<file path="src/rtl/xhc_pkg.sv">
`timescale 1ns/1ps
package xhc_pkg;
  localparam int N_DATA = 4;
  localparam int N_CHK  = 3;
  localparam int SYN_W  = N_CHK;

  typedef enum logic [2:0] {
    LOC_NONE = 3'd0,
    LOC_D1   = 3'd1,
    LOC_D2   = 3'd2,
    LOC_D3   = 3'd3,
    LOC_D4   = 3'd4,
    LOC_C1   = 3'd5,
    LOC_C2   = 3'd6,
    LOC_C3   = 3'd7
  } loc_t;

  // Coverage of each check engine over data engines (bit i = data engine i+1).
  function automatic logic [N_DATA-1:0] chk_mask(input int c);
    case (c)
      0:       return 4'b0111;
      1:       return 4'b1011;
      default: return 4'b1101;
    endcase
  endfunction

  // Lowest-numbered check that covers data engine e.
  function automatic int first_check(input int e);
    for (int c = 0; c < N_CHK; c++)
      if (chk_mask(c)[e]) return c;
    return 0;
  endfunction
endpackage

</file>
<file path="src/rtl/xhc_check.sv">
`timescale 1ns/1ps
module xhc_check
  import xhc_pkg::*;
#(
  parameter int W = 12,
  parameter logic [N_DATA-1:0] MASK = 4'b0111
) (
  input  logic [N_DATA*W-1:0] d_re,
  input  logic [N_DATA*W-1:0] d_im,
  input  logic [W-1:0]        k_re,
  input  logic [W-1:0]        k_im,
  input  logic [W-1:0]        thr,
  output logic                fail
);
  localparam int SW = W + 3;

  logic signed [SW-1:0] sum_re, sum_im, dif_re, dif_im;
  logic [SW-1:0]        mag_re, mag_im;

  always_comb begin
    sum_re = '0;
    sum_im = '0;
    for (int i = 0; i < N_DATA; i++) begin
      if (MASK[i]) begin
        sum_re = sum_re + {{3{d_re[i*W+W-1]}}, d_re[i*W +: W]};
        sum_im = sum_im + {{3{d_im[i*W+W-1]}}, d_im[i*W +: W]};
      end
    end
    dif_re = {{3{k_re[W-1]}}, k_re} - sum_re;
    dif_im = {{3{k_im[W-1]}}, k_im} - sum_im;
    mag_re = dif_re[SW-1] ? SW'(-dif_re) : SW'(dif_re);
    mag_im = dif_im[SW-1] ? SW'(-dif_im) : SW'(dif_im);
    fail   = (mag_re > {3'b000, thr}) || (mag_im > {3'b000, thr});
  end
endmodule

</file>
<file path="src/rtl/xhc_locate.sv">
`timescale 1ns/1ps
module xhc_locate
  import xhc_pkg::*;
(
  input  logic [SYN_W-1:0] syn,
  output loc_t             loc
);
  always_comb begin
    case (syn)
      3'b111:  loc = LOC_D1;
      3'b110:  loc = LOC_D2;
      3'b101:  loc = LOC_D3;
      3'b011:  loc = LOC_D4;
      3'b100:  loc = LOC_C1;
      3'b010:  loc = LOC_C2;
      3'b001:  loc = LOC_C3;
      default: loc = LOC_NONE;
    endcase
  end
endmodule

</file>
<file path="src/rtl/xhc_rebuild.sv">
`timescale 1ns/1ps
module xhc_rebuild
  import xhc_pkg::*;
#(
  parameter int W = 12
) (
  input  logic [N_DATA*W-1:0] d,
  input  logic [N_CHK*W-1:0]  k,
  input  loc_t                loc,
  output logic [N_DATA*W-1:0] q
);
  for (genvar e = 0; e < N_DATA; e++) begin : g_eng
    localparam int C = first_check(e);
    localparam logic [N_DATA-1:0] M = chk_mask(C);
    logic [W-1:0] rb;

    always_comb begin
      rb = k[C*W +: W];
      for (int i = 0; i < N_DATA; i++)
        if (M[i] && i != e) rb = rb - d[i*W +: W];
    end

    assign q[e*W +: W] = (loc == loc_t'(e + 1)) ? rb : d[e*W +: W];
  end
endmodule

</file>
<file path="src/rtl/xform_hamming_fix.sv">
`timescale 1ns/1ps
module xform_hamming_fix
  import xhc_pkg::*;
#(
  parameter int W = 12
) (
  input  logic                clk,
  input  logic                rst_n,
  input  logic [W-1:0]        thr,
  input  logic                in_valid,
  output logic                in_ready,
  input  logic [N_DATA*W-1:0] in_d_re,
  input  logic [N_DATA*W-1:0] in_d_im,
  input  logic [N_CHK*W-1:0]  in_k_re,
  input  logic [N_CHK*W-1:0]  in_k_im,
  output logic                out_valid,
  input  logic                out_ready,
  output logic [N_DATA*W-1:0] out_q_re,
  output logic [N_DATA*W-1:0] out_q_im,
  output logic [SYN_W-1:0]    out_syn,
  output logic [2:0]          out_loc,
  output logic                out_err
);
  logic                adv;
  logic                s1_v;
  logic [N_DATA*W-1:0] s1_d_re, s1_d_im;
  logic [N_CHK*W-1:0]  s1_k_re, s1_k_im;
  logic [SYN_W-1:0]    syn;
  loc_t                loc;
  logic [N_DATA*W-1:0] fix_re, fix_im;

  assign adv      = !out_valid || out_ready;
  assign in_ready = adv;

  always_ff @(posedge clk) begin
    if (!rst_n) begin
      s1_v      <= 1'b0;
      out_valid <= 1'b0;
    end else if (adv) begin
      s1_v      <= in_valid;
      out_valid <= s1_v;
    end
  end

  always_ff @(posedge clk) begin
    if (adv && in_valid) begin
      s1_d_re <= in_d_re;
      s1_d_im <= in_d_im;
      s1_k_re <= in_k_re;
      s1_k_im <= in_k_im;
    end
  end

  for (genvar c = 0; c < N_CHK; c++) begin : g_chk
    xhc_check #(.W(W), .MASK(chk_mask(c))) u_chk (
      .d_re (s1_d_re),
      .d_im (s1_d_im),
      .k_re (s1_k_re[c*W +: W]),
      .k_im (s1_k_im[c*W +: W]),
      .thr  (thr),
      .fail (syn[SYN_W-1-c])
    );
  end

  xhc_locate u_loc (
    .syn (syn),
    .loc (loc)
  );

  xhc_rebuild #(.W(W)) u_fix_re (
    .d   (s1_d_re),
    .k   (s1_k_re),
    .loc (loc),
    .q   (fix_re)
  );

  xhc_rebuild #(.W(W)) u_fix_im (
    .d   (s1_d_im),
    .k   (s1_k_im),
    .loc (loc),
    .q   (fix_im)
  );

  always_ff @(posedge clk) begin
    if (adv && s1_v) begin
      out_q_re <= fix_re;
      out_q_im <= fix_im;
      out_syn  <= syn;
      out_loc  <= loc;
      out_err  <= |syn;
    end
  end
endmodule

</file>
<file path="config.mk">
export PLATFORM = sky130hd
export DESIGN_NAME = xform_hamming_fix
export DESIGN_NICKNAME = d
export VERILOG_FILES = /design/src/rtl/xhc_pkg.sv /design/src/rtl/xhc_check.sv /design/src/rtl/xhc_locate.sv /design/src/rtl/xhc_rebuild.sv /design/src/rtl/xform_hamming_fix.sv
export SDC_FILE = /design/constraint.sdc
export NUM_CORES = 1
export LEC_CHECK = 0
export ABC_AREA = 1
export CAP_MARGIN = 20
export CELL_PAD_IN_SITES_DETAIL_PLACEMENT = 1
export CELL_PAD_IN_SITES_GLOBAL_PLACEMENT = 2
export CORE_MARGIN = 2
export CORE_UTILIZATION = 38
export CTS_CLUSTER_DIAMETER = 150
export DETAILED_ROUTE_END_ITERATION = 12
export HOLD_SLACK_MARGIN = 0.06
export PLACE_DENSITY = 0.95
export RECOVER_POWER = 25
export SYNTH_ARGS = -nofsm -noshare
export SYNTH_HDL_FRONTEND = slang
export SYNTH_HIERARCHICAL = 1
export SYNTH_SLANG_ARGS = --single-unit
</file>
<file path="constraint.sdc">
create_clock -name clk -period 14.15 [get_ports clk]
set_input_delay 2.83 -clock clk [delete_from_list [all_inputs] [get_ports clk]]
set_output_delay 2.83 -clock clk [all_outputs]
set_load 0.01 [all_outputs]
</file>
### Word level (Yosys, flattened, before mapping)

Cells that the tools add are included.

* register bits: 273
* input port bits: 184
* word-level logic and storage cells: 87

* add/sub/neg operators: 36
* order comparisons: 6
* equality and inequality tests: 11
* muxes and demuxes: 15
* reductions and logical operators: 8

Operators by type and width (number)
* $sub 12x12->12: 14
* $mux 12: 8
* $gt 15x12->1: 6
* $mux 15: 6
* $neg 15->15: 6
* $sub 15x15->15: 6
* $add 13x12->14: 6
* $add 12x12->13: 4
* $pmux 3 s7: 1
* $eq 3x3->1 const B: 5
* $eq 3x2->1 const B: 4
* $eq 3x1->1 const B: 2
* $logic_or 1x1->1: 4
* $reduce_or 3->1: 1
* $logic_and 1x1->1: 2
* $logic_not 1->1: 1

### Logic depth before layout (Yosys ltp)

Gate-level depths: netlist of run 1.

* depth after elaboration: 11
* mapped depth: 50

### By module

The synthesis of run 1 kept the hierarchy.

By module, submodules not included
* xform_hamming_fix: times used 1, cells each 285, area an instance 8231.6 sq um, seq. area each 8177.8 sq um
* xhc_check at g_chk[2].u_chk: times used 1, cells each 802, area an instance 4812.1 sq um, seq. area each 0.0 sq um
* xhc_check at g_chk[1].u_chk: times used 1, cells each 769, area an instance 4624.4 sq um, seq. area each 0.0 sq um
* xhc_check at g_chk[0].u_chk: times used 1, cells each 736, area an instance 4551.9 sq um, seq. area each 0.0 sq um
* xhc_rebuild at u_fix_re: times used 1, cells each 614, area an instance 3916.3 sq um, seq. area each 0.0 sq um
* xhc_rebuild at u_fix_im: times used 1, cells each 612, area an instance 3818.7 sq um, seq. area each 0.0 sq um
* xhc_locate: times used 1, cells each 16, area an instance 98.8 sq um, seq. area each 0.0 sq um

### Worst setup path after synthesis of run 1

OpenSTA, ideal clock, no wires.

* path kind: in2reg
* from: input port out_ready
* to: register out_err (enable)
* arrival time: 7343 ps
* data required time: 13582 ps
* setup slack: 6239 ps
* stages: 4
* path through: inv_1 nand2_2 inv_1 nor2_1

* cells in the longest elaborated chain, start to end: 2

RTL lines
* start, declared: line xform_hamming_fix.sv:17 `input logic out_ready,`
* $logic_or 1x1->1: line xform_hamming_fix.sv:32 `assign adv = !out_valid || out_ready;`
* named net in_ready: line xform_hamming_fix.sv:11 `output logic in_ready,`
* $logic_and 1x1->1: line xform_hamming_fix.sv:85 `if (adv && s1_v) begin`
* end signal, assigned: line xform_hamming_fix.sv:90 `out_err <= |syn;`
* end, declared: line xform_hamming_fix.sv:22 `output logic out_err`

The timed path passes the listed nets, and every way through them passes these cells.
A chain may end at the register's enable or synchronous reset.

### Worst setup path after layout of run 1

* from: register s1_d_re[24]
* to: register out_q_re[17] (data pin)

* cells in the longest elaborated chain, start to end: 11

RTL lines
* start, declared: line xform_hamming_fix.sv:26 `logic [N_DATA*W-1:0] s1_d_re, s1_d_im;`
* start signal, assigned: line xform_hamming_fix.sv:47 `s1_d_re <= in_d_re;`
* $add 12x12->13 *: line xhc_check.sv:25 `sum_re = sum_re + {{3{d_re[i*W+W-1]}}, d_re[i*W +: W]};`
* $add 13x12->14 *: line xhc_check.sv:25
* $sub 15x15->15 *: line xhc_check.sv:29 `dif_re = {{3{k_re[W-1]}}, k_re} - sum_re;`
* $neg 15->15: line xhc_check.sv:31 `mag_re = dif_re[SW-1] ? SW'(-dif_re) : SW'(dif_re);`
* $mux 15 *: line xhc_check.sv:31
* $gt 15x12->1 *: line xhc_check.sv:33 `fail = (mag_re > {3'b000, thr}) || (mag_im > {3'b000, thr});`
* $logic_or 1x1->1 *: line xhc_check.sv:33
* named net syn[0]: line xform_hamming_fix.sv:28 `logic [SYN_W-1:0] syn;`
* $eq 3x1->1 (tied with other cells): line xhc_locate.sv:9 `case (syn)`
* $pmux 3 s7 *: line xhc_locate.sv:9
* named net loc[2]: line xform_hamming_fix.sv:29 `loc_t loc;`
* $eq 3x2->1 *: line xhc_rebuild.sv:23 `assign q[e*W +: W] = (loc == loc_t'(e + 1)) ? rb : d[e*W +: W];`
* $mux 12 *: line xhc_rebuild.sv:23
* named net fix_re[17]: line xform_hamming_fix.sv:30 `logic [N_DATA*W-1:0] fix_re, fix_im;`
* end signal, assigned: line xform_hamming_fix.sv:86 `out_q_re <= fix_re;`
* end, declared: line xform_hamming_fix.sv:18 `output logic [N_DATA*W-1:0] out_q_re,`

The timed path passes the listed nets; every way through them passes the cells marked *.

==> flow_summary.ini, run 1 <==
[status]
status = completed

[global_route]
grt_util_all_layers_pct = 25.2
first_global_vias = 28043
grt_overflow = 0
grt_pass1_wl_um = 159000
antenna_found_initial = 1
grt_max_degree = 72

[sta]
fin_crit_sh_pct = 59.4
setup_tns_ps = 0
rsz0062_at_grt = no
hold_viol = 0
slew_viol_final = 0
hold_ws_ps = 492
worst_pin_slew_ps = 978
setup_violations = 0
finalClockSkew_ps = 23.4
max_freq_mhz = 119
maxSlewHeadroom_pct = 34.8
min_period_ps = 8400

[finish]
final_cell_mix = 887 x nand2_1, 796 x inv_1, 329 x ha_1
drive_gt1_share_pct = 5.76
area_growth_pct = 17.3
layout.cells.non_filler = 5218
final_common_cell = nand2_1
final_nets = 4827
antennaDiodeCount = 0

[critical_path]
crit_family = simple AND/OR/NAND/NOR gates
crit_arrival_ps = 8690
cp_slowest_cell = nor3_4
cp-start-kind = flip-flop
worstPathRequired_ps = 14440
critical_path_class = reg -> reg
worstPathBufferInverterCount = 4
path_max_fanout = 15
slowest_delay_ps = 760
cpMostUsedCell = nand2_1
cp-end-kind = flip-flop

[worst_hold_path]
worstHoldPathType = reg -> reg

[placed_design]
dp.cells = 5161
gp_congestion = 0.972
hpwlAfterDp_um = 87500
port_buffers = 288

[power_and_ir_drop]
power_frac_clock_pct = 14.1
p_comb_share_pct = 67.7
peakVddDrop_mv = 0.108
seqPwrFrac_pct = 18.3
p_int_mw = 3.09
p_sw_mw = 3.15
switching_share_pct = 50.5
total_leakage_power_nw = 17.4
powerDensity_nw_per_um2 = 177

[floorplan]
start_util_pct = 38.2
dieArea_um2 = 81400
core_um2 = 78600
die_h_um = 285
die_w_um = 285
placementRows = 103
ios = 289

[logic_synthesis]
ys.flop_type = edfxtp_1
synth_area_leaders = edfxtp_1 27%, ha_1 14%, fa_1 11%
yosys.area.top_type = edfxtp_1
ys_async_sr_fraction_pct = 0
ys_seq_elements = 273
syn-num-nets = 4514
ys_seq_area_share_pct = 27.2
yosysUniqueCellTypes = 59
synth_enable_flop_cells = 271
syn_avg_cell_area_um2 = 7.84
synth_area_um2 = 30100
synth_top_area_share_pct = 27.1
ys.warnings.count = 6
synthCells = 3834

[routing]
routed_wl_um = 103000
ant_nets = 0
drt-wirelength-per-cell_um = 19.7
viasPerCell = 5.11
first_pass_iters = 5
drt_iter0_drc = 1514
via_count = 26649
drc = 0

[clocking]
ctsRootBufferMaster = clkbuf_16
cts_setup_buffers = 0
cts.sinks = 273
cts_tree = yes
cts_buffers = 34
clk_pin_slew_ps = 60
hold_buffers = 0
ctsResizeCount = 0
clk_path_buf_depth = 3
htreeDepth = 2
clk_latency_ps = 560

[flow_run]
maxCapViolCount = 0
[flip-flops by register name (all words and copies together), names as in the netlist]
| register | cells |
|---|---|
| out_q_re | 48 |
| s1_v | 1 |
| s1_d_re | 48 |
| s1_d_im | 48 |
| out_syn | 3 |
| out_q_im | 48 |
| out_loc | 3 |
| out_valid | 1 |
| out_err | 1 |
| s1_k_re | 36 |
| s1_k_im | 36 |
[worst reg2reg max path: cells and delay by family, from the launching register on]
family / cells / cell delay [ps]
simple gates: 19 / 2860
buf+inv: 4 / 470
flops: 1 / 560
compound gates: 11 / 1950
xor+xnor: 1 / 140
fa+ha+maj: 6 / 2140
[worst paths after layout]
kind / start / endpoint / slack, ps / cells past startpoint
worst max-delay path: s1_d_re[24]$_DFFE_PP_ / out_q_re[17]$_DFFE_PP_ / 5750 / 41
worst min-delay path: s1_v$_SDFFE_PN0P_ / s1_v$_SDFFE_PN0P_ / 490 / 2
worst max register to register: s1_d_re[24]$_DFFE_PP_ / out_q_re[17]$_DFFE_PP_ / 5750 / 41
worst min register to register: s1_v$_SDFFE_PN0P_ / s1_v$_SDFFE_PN0P_ / 490 / 2
[routing by layer]
metal,global-route usage [%],share of wire (%)
met1,33.9,45
met4,6.87,2.7
met2,41.9,46
met3,4.31,6.0
met5,0,0
[cells by family (layout without fill, tap and decap cells)]
group | after synthesis | count (layout) | share of synthesized area [%]
xor gates and xnor gates | 165 | 165 | 4.81
adders and majority gates | 496 | 496 | 24.8
and+or+nand+nor | 1614 | 1614 | 23.7
DFF | 273 | 273 | 27.2
AOI/OAI and AO/OA | 446 | 446 | 8.73
buffers and inverters | 840 | 1174 | 10.8
[cells in the mapped netlist (3+ instances only)]
library cell	n
nand2_1	887
inv_1	797
ha_1	329
edfxtp_1	271
nand3_1	267
nor2_1	218
a21oi_1	194
fa_1	167
xor2_1	111
o21ai_0	82
nand2_2	67
nand4_1	61
xnor2_1	54
o21ai_1	43
nor3_1	32
inv_2	22
o21bai_1	18
nor2_2	17
o21ai_2	16
a21o_1	13
a31oi_1	13
nand3_2	13
a211oi_1	9
a21oi_2	9
buf_6	9
nand3b_1	9
buf_2	8
o21a_1	8
or2_2	8
nor3_2	6
o211ai_1	6
o22ai_1	6
nor3_4	5
or2_1	5
a21boi_0	4
and2_1	4
nor4_1	4
o2111ai_1	4
o21bai_2	4
o31ai_1	4
a221oi_1	3
o31ai_2	3
[metrics by stage]
stage          instance area (µm²)  setup slack (ps)  total power, mW  utilization, %
3_5_place_dp                 34200              5820             5.37            43.5
4_1_cts                      35200              5770             6.28            44.8
5_1_grt                      35200              4850             6.88            44.8
2_1_floorplan                30100              6240             4.21               -
3_3_place_gp                 34200              6180             5.24            43.5
6_report                     35200              5750             6.23            44.8
[power groups by stage]
stage | combinational (mW) | clock [mW] | sequential (mW)
2_1_floorplan | 3.07 | 0 | 1.14
3_3_place_gp | 4.09 | 0 | 1.16
3_5_place_dp | 4.22 | 0 | 1.16
4_1_cts | 4.25 | 0.895 | 1.14
5_1_grt | 4.81 | 0.922 | 1.15
6_report | 4.22 | 0.877 | 1.14
[layout make-up]
class	instances	area [µm²]
Timing Repair Buffer	296	2940
Multi-Input combinational cell	2721	18600
Inverter	821	3090
Sequential cell	273	8180
Clock buffer	36	880
Clock inverter	21	191
Tap cell	1050	1310
Fill cell	9762	43400
(Power assumes the default switching activity.)
==> run 2: changes to the inputs <==
- CORE_UTILIZATION: 38 -> 35
- PLACE_DENSITY: 0.95 -> 0.91
- clock period: 14.15 -> 8.8 ns (I/O delays scaled with it)
==> run 2 against run 1 <==
Clock skew is 13 ps higher. Total power increased by 62%. Flip-flop and latch count did not move. Sequential share of layout area decreased by 0.21 points. Register-to-register slack worse by 5100 ps. First-iteration DRC count is 7.3% higher. Critical endpoint is now out_q_re[32]$_DFFE_PP_. Largest cell class unchanged.
==> flow_summary.ini, run 2 (synthesis gave the netlist of run 1 again) <==
[status]
status = completed

[sta]
max_freq_mhz = 123
setup_tns_ps = 0
maxSlewHeadroom_pct = 31.1
rsz0062_at_grt = no
slew_viol_final = 0
worst_pin_slew_ps = 1030
hold_viol = 0
min_period_ps = 8120
fin_crit_sh_pct = 92.3
setup_violations = 0
finalClockSkew_ps = 36.8
setup_slack_ps = 678

[finish]
area_growth_pct = 18.3
final_cell_mix = 884 x nand2_1, 796 x inv_1, 328 x ha_1
drive_gt1_share_pct = 6.16
layout.cells.non_filler = 5332
fill_cells = 10487
antennaDiodeCount = 0
seq_area_um2 = 8180
multiInputGateArea_um2 = 18700
final_nets = 4839
final_common_cell = nand2_1

[critical_path]
critical_path_class = reg -> reg
path_max_fanout = 15
slowest_delay_ps = 540
crit_arrival_ps = 8430
rr_endpoint = out_q_re[32]$_DFFE_PP_
cp_slowest_cell = edfxtp_1
cpMostUsedCell = nand2_1
cp-start-kind = flip-flop
r2r-start = s1_d_re[24]$_DFFE_PP_
reg2reg_slack_ps = 680
cp-end-kind = flip-flop
reg2reg_depth = 46
worstPathRequired_ps = 9110

[placed_design]
hpwlAfterDp_um = 88100
gp_congestion = 0.955
dp.cells = 5261
port_buffers = 288
dp_slack_ps = 377

[clocking]
ctsRootBufferMaster = clkbuf_16
hold_buffers = 0
htreeDepth = 2
cts_tree = yes
clk_path_buf_depth = 3
cts_buffers = 37
clk_pin_slew_ps = 60
clk_latency_ps = 590
cts.sinks = 273

[power_and_ir_drop]
seqPwrFrac_pct = 18.2
p_int_mw = 5.06
total_leakage_power_nw = 17.5
finalPower_mw = 10.1
switching_share_pct = 50.0
power_frac_clock_pct = 15.1
p_sw_mw = 5.06
powerDensity_nw_per_um2 = 285
p_comb_share_pct = 66.7
peakVddDrop_mv = 0.176

[global_route]
grt_overflow = 0
antenna_found_initial = 0
first_global_vias = 28093
grt_max_degree = 75
grt_util_all_layers_pct = 23.5
grt_pass1_wl_um = 161000

[flow_run]
maxCapViolCount = 0

[routing]
via_count = 26788
drc = 0
ant_nets = 0
drt-wirelength-per-cell_um = 19.7
drt_iter0_drc = 1624
routed_wl_um = 105000
first_pass_iters = 5
viasPerCell = 5.02

[worst_hold_path]
worst_hold_path.endpoint = s1_v$_SDFFE_PN0P_
holdPathStages = 2
worstHoldPathType = reg -> reg
hp-start = s1_v$_SDFFE_PN0P_

[floorplan]
core_um2 = 85100
dieArea_um2 = 88200
start_util_pct = 35.3
die_h_um = 297
ios = 289
die_w_um = 297
placementRows = 107
==> run 2: layer usage <==
| layer | up-vias | share of wire, % | track usage [%] |
|---|---|---|---|
| li1 | 12999 | - | - |
| met1 | 13060 | 44 | 30.5 |
| met2 | 580 | 48 | 40.1 |
| met3 | 149 | 5.8 | 4.23 |
| met4 | 0 | 2.5 | 6.11 |
| met5 | - | 0 | 0 |
==> run 2: cell type report <==
type | instances | area share, %
Tap cell | 1144 | 4.03
Clock buffer | 44 | 2.80
Clock inverter | 24 | 0.542
Sequential cell | 273 | 23.0
Multi-Input combinational cell | 2721 | 52.5
Inverter | 821 | 8.68
Timing Repair Buffer | 305 | 8.47
==> run 2: repair_timing <==
action / CTS / global route
buffers inserted: 0 / 3
setup endpoints to repair: 0 / 82
gates resized for setup: 0 / 5
==> run 2: per-stage QoR <==
stage,hold WS (ps),area (µm²),util (%)
floorplan,448,30100,-
global placement,474,34300,40.3
detailed placement,492,34300,40.3
CTS,499,35500,41.7
global route,547,35600,41.8
finish,493,35600,41.8
==> run 2: worst max path at each step <==
stage                     startpoint  slack (ps)  cells past startpoint                     end
4_1_cts         s1_d_re[1]$_DFFE_PP_         320                     46  out_q_re[32]$_DFFE_PP_
5_1_grt         s1_d_re[1]$_DFFE_PP_           9                     45  out_q_re[31]$_DFFE_PP_
6_report       s1_d_re[24]$_DFFE_PP_         680                     46  out_q_re[32]$_DFFE_PP_
3_5_place_dp    s1_d_re[1]$_DFFE_PP_         380                     46  out_q_re[32]$_DFFE_PP_
2_1_floorplan              out_ready        1960                      4       out_err$_DFFE_PP_
3_3_place_gp    s1_d_re[1]$_DFFE_PP_         620                     43  out_q_re[16]$_DFFE_PP_
==> run 2: worst max-delay path, delay by kind of cell, from the launching register on <==
family	cells	cell delay (ps)
AND/OR/NAND/NOR	20	2190
adder cells (fa/ha/maj)	6	2050
AO/OA/AOI/OAI	12	1860
buffers and inverters	7	1050
flip-flops	1	540
XOR/XNOR	1	140
==> run 2: power by group through the flow <==
stage                     clock, mW  combinational, mW  sequential (mW)
after detailed placement          0               6.73             1.87
after global routing           1.60               7.73             1.85
after global placement            0               6.52             1.87
after floorplan                   0               4.93             1.84
after CTS                      1.57               6.78             1.84
final                          1.53               6.75             1.84
